===== src/rtl/srt_pkg.sv =====
package srt_pkg;
   // upper fifteen bits of the return word; bit 0 is the restore option
   localparam logic [14:0] RET_OPC_HI = 15'h0009;

   function automatic logic is_return(input logic [15:0] word);
      return word[15:1] == RET_OPC_HI;
   endfunction
endpackage


===== src/rtl/ret_decode.sv =====
module ret_decode (
   input  logic        clk,
   input  logic        rst_n,
   input  logic [15:0] instr_i,
   input  logic        instr_vld_i,
   output logic        ret_go_o,
   output logic        restore_go_o,
   output logic        stall_o
);
   logic flush_q;

   // a word arriving in the flush cycle is discarded
   assign ret_go_o     = instr_vld_i && srt_pkg::is_return(instr_i) && !flush_q;
   assign restore_go_o = ret_go_o && instr_i[0];
   assign stall_o      = flush_q;

   always_ff @(posedge clk or negedge rst_n) begin
      if (!rst_n) flush_q <= 1'b0;
      else        flush_q <= ret_go_o;
   end
endmodule


===== src/rtl/ret_stack.sv =====
module ret_stack #(
   parameter int PC_W  = 21,
   parameter int DEPTH = 31
) (
   input  logic            clk,
   input  logic            rst_n,
   input  logic            push_i,
   input  logic [PC_W-1:0] push_addr_i,
   input  logic            pop_i,
   output logic [PC_W-1:0] tos_o,
   output logic            empty_o
);
   localparam int PTR_W = $clog2(DEPTH + 1);
   localparam logic [PTR_W-1:0] FULL_CNT = PTR_W'(DEPTH);

   if (DEPTH < 2)  $error("ret_stack: DEPTH must be at least 2");
   if (PC_W < 1)   $error("ret_stack: PC_W must be positive");

   logic [PTR_W-1:0] cnt_q;
   logic [PTR_W-1:0] rd_idx;
   logic             wr_en;
   logic [PC_W-1:0]  slot [DEPTH];

   assign empty_o = (cnt_q == '0);
   assign wr_en   = push_i && !pop_i && (cnt_q != FULL_CNT);
   assign rd_idx  = empty_o ? '0 : cnt_q - 1'b1;
   assign tos_o   = slot[rd_idx];

   for (genvar e = 0; e < DEPTH; e++) begin : g_slot
      logic [PC_W-1:0] ent_q;
      always_ff @(posedge clk or negedge rst_n) begin
         if (!rst_n)                                 ent_q <= '0;
         else if (wr_en && cnt_q == PTR_W'(e))      ent_q <= push_addr_i;
      end
      assign slot[e] = ent_q;
   end

   always_ff @(posedge clk or negedge rst_n) begin
      if (!rst_n)                 cnt_q <= '0;
      else if (pop_i && !empty_o) cnt_q <= cnt_q - 1'b1;
      else if (wr_en)             cnt_q <= cnt_q + 1'b1;
   end
endmodule


===== src/rtl/shadow_bank.sv =====
module shadow_bank #(
   parameter int DW   = 8,
   parameter int NREG = 3
) (
   input  logic                    clk,
   input  logic                    rst_n,
   input  logic                    cap_i,
   input  logic [NREG-1:0][DW-1:0] cap_val_i,
   input  logic                    restore_i,
   output logic [NREG-1:0][DW-1:0] live_o
);
   if (DW < 1)   $error("shadow_bank: DW must be positive");
   if (NREG < 1) $error("shadow_bank: NREG must be positive");

   for (genvar r = 0; r < NREG; r++) begin : g_reg
      logic [DW-1:0] shd_q;
      logic [DW-1:0] live_q;
      always_ff @(posedge clk or negedge rst_n) begin
         if (!rst_n) begin
            shd_q  <= '0;
            live_q <= '0;
         end else begin
            if (cap_i)     shd_q  <= cap_val_i[r];
            if (restore_i) live_q <= shd_q;
         end
      end
      assign live_o[r] = live_q;
   end
endmodule


===== src/rtl/subr_return_unit.sv =====
module subr_return_unit #(
   parameter int PC_W  = 21,
   parameter int DEPTH = 31,
   parameter int DW    = 8
) (
   input  logic            clk,
   input  logic            rst_n,
   input  logic [15:0]     instr_i,
   input  logic            instr_vld_i,
   input  logic            push_vld_i,
   input  logic [PC_W-1:0] push_addr_i,
   input  logic            shadow_cap_i,
   input  logic [DW-1:0]   wreg_i,
   input  logic [DW-1:0]   status_i,
   input  logic [DW-1:0]   bsr_i,
   output logic [PC_W-1:0] pc_o,
   output logic [DW-1:0]   wreg_o,
   output logic [DW-1:0]   status_o,
   output logic [DW-1:0]   bsr_o,
   output logic            stall_o,
   output logic            underflow_o
);
   localparam int NREG = 3;

   logic                    ret_go, restore_go, stk_empty;
   logic [PC_W-1:0]         tos;
   logic [NREG-1:0][DW-1:0] live;
   logic [PC_W-1:0]         pc_q;
   logic                    uf_q;

   ret_decode u_dec (
      .clk, .rst_n, .instr_i, .instr_vld_i,
      .ret_go_o(ret_go), .restore_go_o(restore_go), .stall_o(stall_o)
   );

   ret_stack #(.PC_W(PC_W), .DEPTH(DEPTH)) u_stk (
      .clk, .rst_n,
      .push_i(push_vld_i), .push_addr_i(push_addr_i),
      .pop_i(ret_go), .tos_o(tos), .empty_o(stk_empty)
   );

   shadow_bank #(.DW(DW), .NREG(NREG)) u_shd (
      .clk, .rst_n,
      .cap_i(shadow_cap_i), .cap_val_i({bsr_i, status_i, wreg_i}),
      .restore_i(restore_go), .live_o(live)
   );

   always_ff @(posedge clk or negedge rst_n) begin
      if (!rst_n) begin
         pc_q <= '0;
         uf_q <= 1'b0;
      end else if (ret_go) begin
         pc_q <= stk_empty ? '0 : tos;
         if (stk_empty) uf_q <= 1'b1;
      end
   end

   assign pc_o        = pc_q;
   assign underflow_o = uf_q;
   assign wreg_o      = live[0];
   assign status_o    = live[1];
   assign bsr_o       = live[2];
endmodule


===== config.mk =====
export PLATFORM = sky130hd
export DESIGN_NAME = subr_return_unit
export DESIGN_NICKNAME = d
export VERILOG_FILES = /design/src/rtl/srt_pkg.sv /design/src/rtl/ret_decode.sv /design/src/rtl/ret_stack.sv /design/src/rtl/shadow_bank.sv /design/src/rtl/subr_return_unit.sv
export SDC_FILE = /design/constraint.sdc
export NUM_CORES = 1
export LEC_CHECK = 0
export ABC_AREA = 1
export BUFFER_PORTS_ARGS = -buffer_cell sky130_fd_sc_hd__buf_2
export CORE_ASPECT_RATIO = 1.5
export CORE_MARGIN = 10
export CORE_UTILIZATION = 65
export CTS_CLUSTER_SIZE = 40
export DETAILED_ROUTE_END_ITERATION = 10
export PLACE_DENSITY_LB_ADDON = 0.12
export RECOVER_POWER = 100
export SLEW_MARGIN = 20
export SYNTH_ARGS = -nofsm -noshare
export SYNTH_HDL_FRONTEND = slang
export SYNTH_SLANG_ARGS = --single-unit

===== constraint.sdc =====
create_clock -name clk -period 7 [get_ports clk]
set_input_delay 1.4 -clock clk [delete_from_list [all_inputs] [get_ports clk]]
set_output_delay 1.4 -clock clk [all_outputs]
set_load 0.02 [all_outputs]

After elaboration in Yosys (flattened, before gate mapping)
Index checks and enable logic that the tools add are counted.
- eq/ne operators: 32
- bitwise gates (word level): 1
- add/sub/neg operators: 2
- $lt $le $gt $ge: 1
- reductions and logical operators: 43
- multiplexer cells: 7
- operators with widths (kind ; count):
    21-bit binary-select mux with 5-bit select ; 1
    5-bit == test (second input constant) ; 15
    21-bit 2-to-1 mux ; 3
    5-bit by 4-bit == test with 1-bit output (second input constant) ; 8
    1-bit logical AND ; 37
    5-bit by 3-bit == test with 1-bit output (second input constant) ; 4
    15-bit by 4-bit == test with 1-bit output (second input constant) ; 1
    5-bit 2-to-1 mux ; 3
    5-bit by 2-bit == test with 1-bit output (second input constant) ; 2
    6-bit greater-or-equal comparator (second input constant) ; 1
    5-bit NOT with 6-bit output ; 1
    5-bit by 1-bit adder with 5-bit output (second input constant) ; 1
    5-bit by 1-bit == test with 1-bit output (second input constant) ; 1
    5-bit logical NOT ; 1
    5-bit != test (second input constant) ; 1
    5-bit by 1-bit subtractor with 5-bit output (second input constant) ; 1
    1-bit logical NOT ; 3
    2-bit AND reduction ; 1
    2-bit nonzero test ; 1
- output and inout port bits: 47
- input bits: 66
- logic and storage cells: 127
- register bits after elaboration: 727

Logic depth before layout (Yosys ltp)
- depth after elaboration: 8
- gate-level depth with buffers: 20

Modules after synthesis
Synthesis repeated with hierarchy kept, for this count alone.
- cells, all modules: 4519
- area total of the unflattened synthesis: 35311.4 µm²
- by module, submodules not included (module ; sequential area each (µm²) ; area an instance (µm²) ; times used ; cells each):
    ret_stack ; 16415.7 ; 32386.1 ; 1 ; 4201
    shadow_bank ; 1201.2 ; 1925.6 ; 1 ; 204
    subr_return_unit ; 550.5 ; 887.1 ; 1 ; 94
    ret_decode ; 25.0 ; 112.6 ; 1 ; 20

Worst setup path after synthesis
OpenSTA, ideal clock, no wires.
- path type: input to register
- from: in instr_i[6]
- to: reg u_stk.g_slot[10].ent_q[0]
- stages on the path: 10
- arrival: 2799 ps
- slack: 4066 ps
- library setup time: 135 ps
- cells stage by stage: nor2_1 -> nand3b_1 -> nor3_1 -> nand2_1 -> nand2_1 -> inv_2 -> clkbuf_1 -> nand2_1 -> clkbuf_1 -> o21ai_0
- word-level cells in the longest chain between the ends: 7
- ends and longest elaborated chain (element ; line ; RTL):
    from (decl) ; subr_return_unit.sv:8 ; input logic [15:0] instr_i,
    15-bit by 4-bit == test with 1-bit output ; srt_pkg.sv:6 ; return word[15:1] == RET_OPC_HI;
    1-bit logical AND (2 in a row) ; ret_decode.sv:13 ; assign ret_go_o = instr_vld_i && srt_pkg::is_return(instr_i) && !flush_q;
    1-bit logical NOT ; ret_stack.sv:25 ; assign wr_en = push_i && !pop_i && (cnt_q != FULL_CNT);
    1-bit logical AND (2 in a row) ; ret_stack.sv:25 ;
    1-bit logical AND ; ret_stack.sv:33 ; else if (wr_en && cnt_q == PTR_W'(e)) ent_q <= push_addr_i;
    to (signal assigned) ; ret_stack.sv:33 ;
    to (decl) ; ret_stack.sv:30 ; logic [PC_W-1:0] ent_q;
No other way between the ends.
A chain may end at the register's enable or synchronous reset.

Worst setup path after layout
- from: in instr_i[6]
- to: reg u_stk.g_slot[12].ent_q[16]
- word-level cells in the longest chain between the ends: 7
- ends and longest elaborated chain (element ; line):
    15-bit by 4-bit == test with 1-bit output ; srt_pkg.sv:6
    1-bit logical AND (2 in a row) ; ret_decode.sv:13
    1-bit logical NOT ; ret_stack.sv:25
    1-bit logical AND (2 in a row) ; ret_stack.sv:25
    1-bit logical AND ; ret_stack.sv:33
    to (signal assigned) ; ret_stack.sv:33
    to (decl) ; ret_stack.sv:30
No other way between the ends.

==> metrics.md <==
| Metric | Value |
|---|---|
| Per-instance average area after synthesis | 8.10 um^2 |
| Fin cells | between 4,000 and 5,000 |
| Area growth from synthesis to layout | 7.36% |
| DRT Pass-1 Iters | 6 |
| Wire length on met3 | 7.85 mm |
| Maximum number of buffers from clock root to sink | 3 |
| Fraction of layout cells with a size suffix above 1 | between 5 and 6% |
| Count of input and output buffers | 112 |
| Yosys warns | 0 |
| Type of element capturing the critical path | flip-flop |
| Full die area | 59,900 um^2 |
| Sinks on Clock Net | 727 |
| Number of library cell types mapped by synthesis | 28 |
| Die height | 295 um |
| Post-CTS Repair Setup Buffers | 0 |
| Via-per-instance ratio | between 6 and 7 |
| Global-route wire length before repair | about 150 mm |
| Worst slew margin relative to its limit | -160% |
| Reported leakage power | about 17 nW |
| Final Hold Vio Count | 0 |
| TritonCTS clock tree | yes |
| Number of global-route vias before repair | roughly 27,000 |
| Maximum number of pins on one net before global-route repair | between 150 and 200 |
| Post-route DRC | 0 |
| Max rail drop VDD | 397 uV |
| Wire length after detailed routing | ~95 mm |
| Post-cts resize count | 0 |
| Crit-path max FO | 31 |
| Detailed-placement wirelength estimate | 51.9 mm |
| Kind of path behind the tightest hold check | flip-flop to flip-flop |
| Overall fraction of global-route tracks in use | 31.9% |
| Post-CTS clock slew at the launch and capture registers of the worst setup and hold paths | 70 ps |
| Sequential cell area fraction in the yosys report | 55.6% |
| Maximum level of the CTS H-tree | 3 |
| DP Cell Count | 4,515 |
| NumNets Final | 3,996 |
| Total power per unit cell area | roughly 520 nW/um^2 |
| Post-synthesis cell type with the largest combined area | sky130_fd_sc_hd__dfrtp_1 |
| Least-Margin Pin Slew | 3900 ps |
| Clock Skews | about 15 ps |
| Clock Latency Late Sink | between 600 and 700 ps |
| Grt ovf | 0 |
| Clock buffer count from CTS | 69 |
| Met1 routed wirelength after detailed routing | 35.6 mm |
| Share of the core filled with cells in the final layout | ~71% |
| Root cell of the clock tree | sky130_fd_sc_hd__clkbuf_16 |
| Vias | 28,100 |
| Antenna cells | 0 |
| First-iteration detailed-routing DRC count | 3,199 |
| Filler Cell Count | 4,216 |
| Met2 layer wire length in the routed design | ~46 mm |
| Number of maximum-capacitance violations | 36 |
| Ports placed on the boundary | 113 |
| Die extent in x | 203 um |
| Final critical path time including I/O delays and setup | between 5000 and 6000 ps |
| Number of hold buffers added after CTS | 0 |
| Post-route fraction of the period consumed by the critical path | 85.2% |
| Required time of the critical path | around 7400 ps |
| ANT nets after route | 0 |
| Fmax | 168 MHz |
| Setup Total Neg Slack | 0 ps |
| WL/cell | 20.5 um |
| DR top layer | met4 |
| Core region area | about 50,000 um^2 |
| Final weighted congestion of routability-driven global placement | a little under 0.9 |
| Area fraction of the dominant cell type after synthesis | around 56% |
| Starting Density | between 60 and 70% |
| Total nets after synthesis | approximately 4,100 |
| Row count | 100 |
| Mapped Cells | 4,044 |
| Critical Path AT | 6380 ps |
| Crit Path Class | primary input to flip-flop |
| Antenna violations before repair | 1 |
| Largest cells by area after synthesis | sky130_fd_sc_hd__dfrtp_1 56%, sky130_fd_sc_hd__nand2_1 16%, sky130_fd_sc_hd__o21ai_0 10% |
| Outcome | finished with violations |
| Setup-violating endpoint count in the final report | 0 |
| Type of origin of the critical path | primary input |
| Setup repair after global routing missed its margin | false |
| Failing checks | max-capacitance violations, max-slew violations |
| Mapped Area | between 30,000 and 40,000 um^2 |
| Synthesis-stage register bit count | 727 |
| Max-slew violation total from the final report | 1,938 |
-- report_power, final --
group          total [mW]  switching, mW  leakage [nW]  internal (mW)
clock                3.86           1.65          1.13           2.21
combinational        7.88           5.42          5.89           2.46
sequential           6.66          0.888          9.57           5.77
-- cells by family (layout without fill, tap and decap cells) --
| family | Yosys count | count (layout) | synth area share [%] |
|---|---|---|---|
| DFF | 727 | 727 | 55.6 |
| AOI/OAI and AO/OA | 765 | 765 | 11.9 |
| buffers and inverters | 446 | 375 | 5.75 |
| adders and majority gates | 7 | 7 | 0.267 |
| xor gates and xnor gates | 5 | 5 | 0.134 |
| and+or+nand+nor | 2094 | 2094 | 26.4 |
-- cell usage after synthesis --
master,n
sky130_fd_sc_hd__o221ai_1,1
sky130_fd_sc_hd__nor2_4,1
sky130_fd_sc_hd__buf_6,1
sky130_fd_sc_hd__nand2_2,3
sky130_fd_sc_hd__nand2_1,1437
sky130_fd_sc_hd__buf_2,115
sky130_fd_sc_hd__clkbuf_1,187
sky130_fd_sc_hd__xor2_1,4
sky130_fd_sc_hd__o21bai_1,14
sky130_fd_sc_hd__buf_1,27
sky130_fd_sc_hd__o21ai_0,687
sky130_fd_sc_hd__nand3_1,560
sky130_fd_sc_hd__nand3b_1,2
sky130_fd_sc_hd__nor3_1,3
sky130_fd_sc_hd__o21ai_1,33
sky130_fd_sc_hd__nor2_2,3
sky130_fd_sc_hd__o22ai_1,2
sky130_fd_sc_hd__nand3_2,1
sky130_fd_sc_hd__xnor2_1,1
sky130_fd_sc_hd__ha_1,7
sky130_fd_sc_hd__inv_2,5
sky130_fd_sc_hd__nand4_1,15
sky130_fd_sc_hd__inv_1,96
sky130_fd_sc_hd__buf_4,15
sky130_fd_sc_hd__dfrtp_1,727
sky130_fd_sc_hd__a21oi_1,15
sky130_fd_sc_hd__nor2_1,69
sky130_fd_sc_hd__o211ai_1,13
-- cells in the final DEF (no fill, tap or decap), types with 4 or more instances in the layout --
cell	Yosys	final
sky130_fd_sc_hd__bufinv_16	0	5
sky130_fd_sc_hd__clkbuf_16	0	72
sky130_fd_sc_hd__o21bai_1	14	14
sky130_fd_sc_hd__clkbuf_2	0	6
sky130_fd_sc_hd__nor2_1	69	70
sky130_fd_sc_hd__buf_4	15	15
sky130_fd_sc_hd__nand4_1	15	15
sky130_fd_sc_hd__dfrtp_1	727	727
sky130_fd_sc_hd__ha_1	7	7
sky130_fd_sc_hd__clkinv_2	0	8
sky130_fd_sc_hd__a21oi_1	15	15
sky130_fd_sc_hd__nand3_1	560	559
sky130_fd_sc_hd__inv_1	96	94
sky130_fd_sc_hd__nand2_1	1437	1437
sky130_fd_sc_hd__xor2_1	4	4
sky130_fd_sc_hd__o211ai_1	13	13
sky130_fd_sc_hd__o21ai_0	687	715
sky130_fd_sc_hd__inv_6	0	4
sky130_fd_sc_hd__o21ai_1	33	5
sky130_fd_sc_hd__inv_2	5	4
sky130_fd_sc_hd__buf_2	115	63
sky130_fd_sc_hd__clkbuf_1	187	82
sky130_fd_sc_hd__clkbuf_8	0	13
-- final cells by class --
type | count | area (um^2) | area share (%)
repair buffers | 153 | 744 | 2.12
clock inverters | 21 | 264 | 0.751
clock buffers | 100 | 2040 | 5.79
well taps | 663 | 830 | 2.36
multi-input cells | 2871 | 12700 | 36.1
inverters | 101 | 389 | 1.11
flip-flops and latches | 727 | 18200 | 51.7
-- critical path, cell delays in order --
cell and delay (ps):
sky130_fd_sc_hd__buf_2 80, sky130_fd_sc_hd__nor2_1 30, sky130_fd_sc_hd__nand3b_1 70, sky130_fd_sc_hd__nor3_1 70
sky130_fd_sc_hd__nand2_1 70, sky130_fd_sc_hd__clkbuf_1 1480, sky130_fd_sc_hd__nand2_1 410, sky130_fd_sc_hd__inv_2 520
sky130_fd_sc_hd__nand4_1 1000, sky130_fd_sc_hd__clkbuf_1 850, sky130_fd_sc_hd__nand2_1 250, sky130_fd_sc_hd__o21ai_0 130
-- final timing paths --
kind / slack (ps) / depth (start not counted) / from / to
max: 1040 / 12 / instr_i[6] / u_stk.g_slot[12].ent_q[16]
min: 480 / 2 / u_shd.g_reg[0].live_q[3] / u_shd.g_reg[0].live_q[3]
max reg2reg: 1290 / 14 / u_stk.cnt_q[0] / pc_o[12]
min reg2reg: 480 / 2 / u_shd.g_reg[0].live_q[3] / u_shd.g_reg[0].live_q[3]
max in group asynchronous: 1880 / 2 / rst_n / u_stk.g_slot[28].ent_q[10]
min in group asynchronous: 800 / 1 / rst_n / u_stk.g_slot[7].ent_q[13]
-- layer usage --
| layer | vias to the layer above | global-route usage [%] |
|---|---|---|
| li1 | 13000 | - |
| met1 | 13500 | 39.8 |
| met2 | 1322 | 52.9 |
| met3 | 316 | 4.78 |
| met4 | 0 | 17.1 |
| met5 | - | 0 |
-- sequential cells by signal (all words and copies together), names as in the netlist --
signal	cells
u_shd.g.shd_q	24
u_stk.g_slot.ent_q	651
u_stk.cnt_q	5
underflow_o	1
u_shd.g.live_q	24
u_dec.stall_o	1
pc_o	21
-- metrics by stage --
step / worst slack, ps / hold slack, ps / power [mW] / area [um^2]
finish: 1040 / 482 / 18.4 / 35200
global route: 942 / 497 / 19.7 / 35200
CTS: 2180 / 483 / 18.3 / 35400
detailed placement: 2170 / 465 / 14.4 / 33100
global placement: 2260 / 459 / 14.2 / 33100
floorplan: 4070 / 444 / 12.3 / 32700
Power figures use the tool's default switching activity.
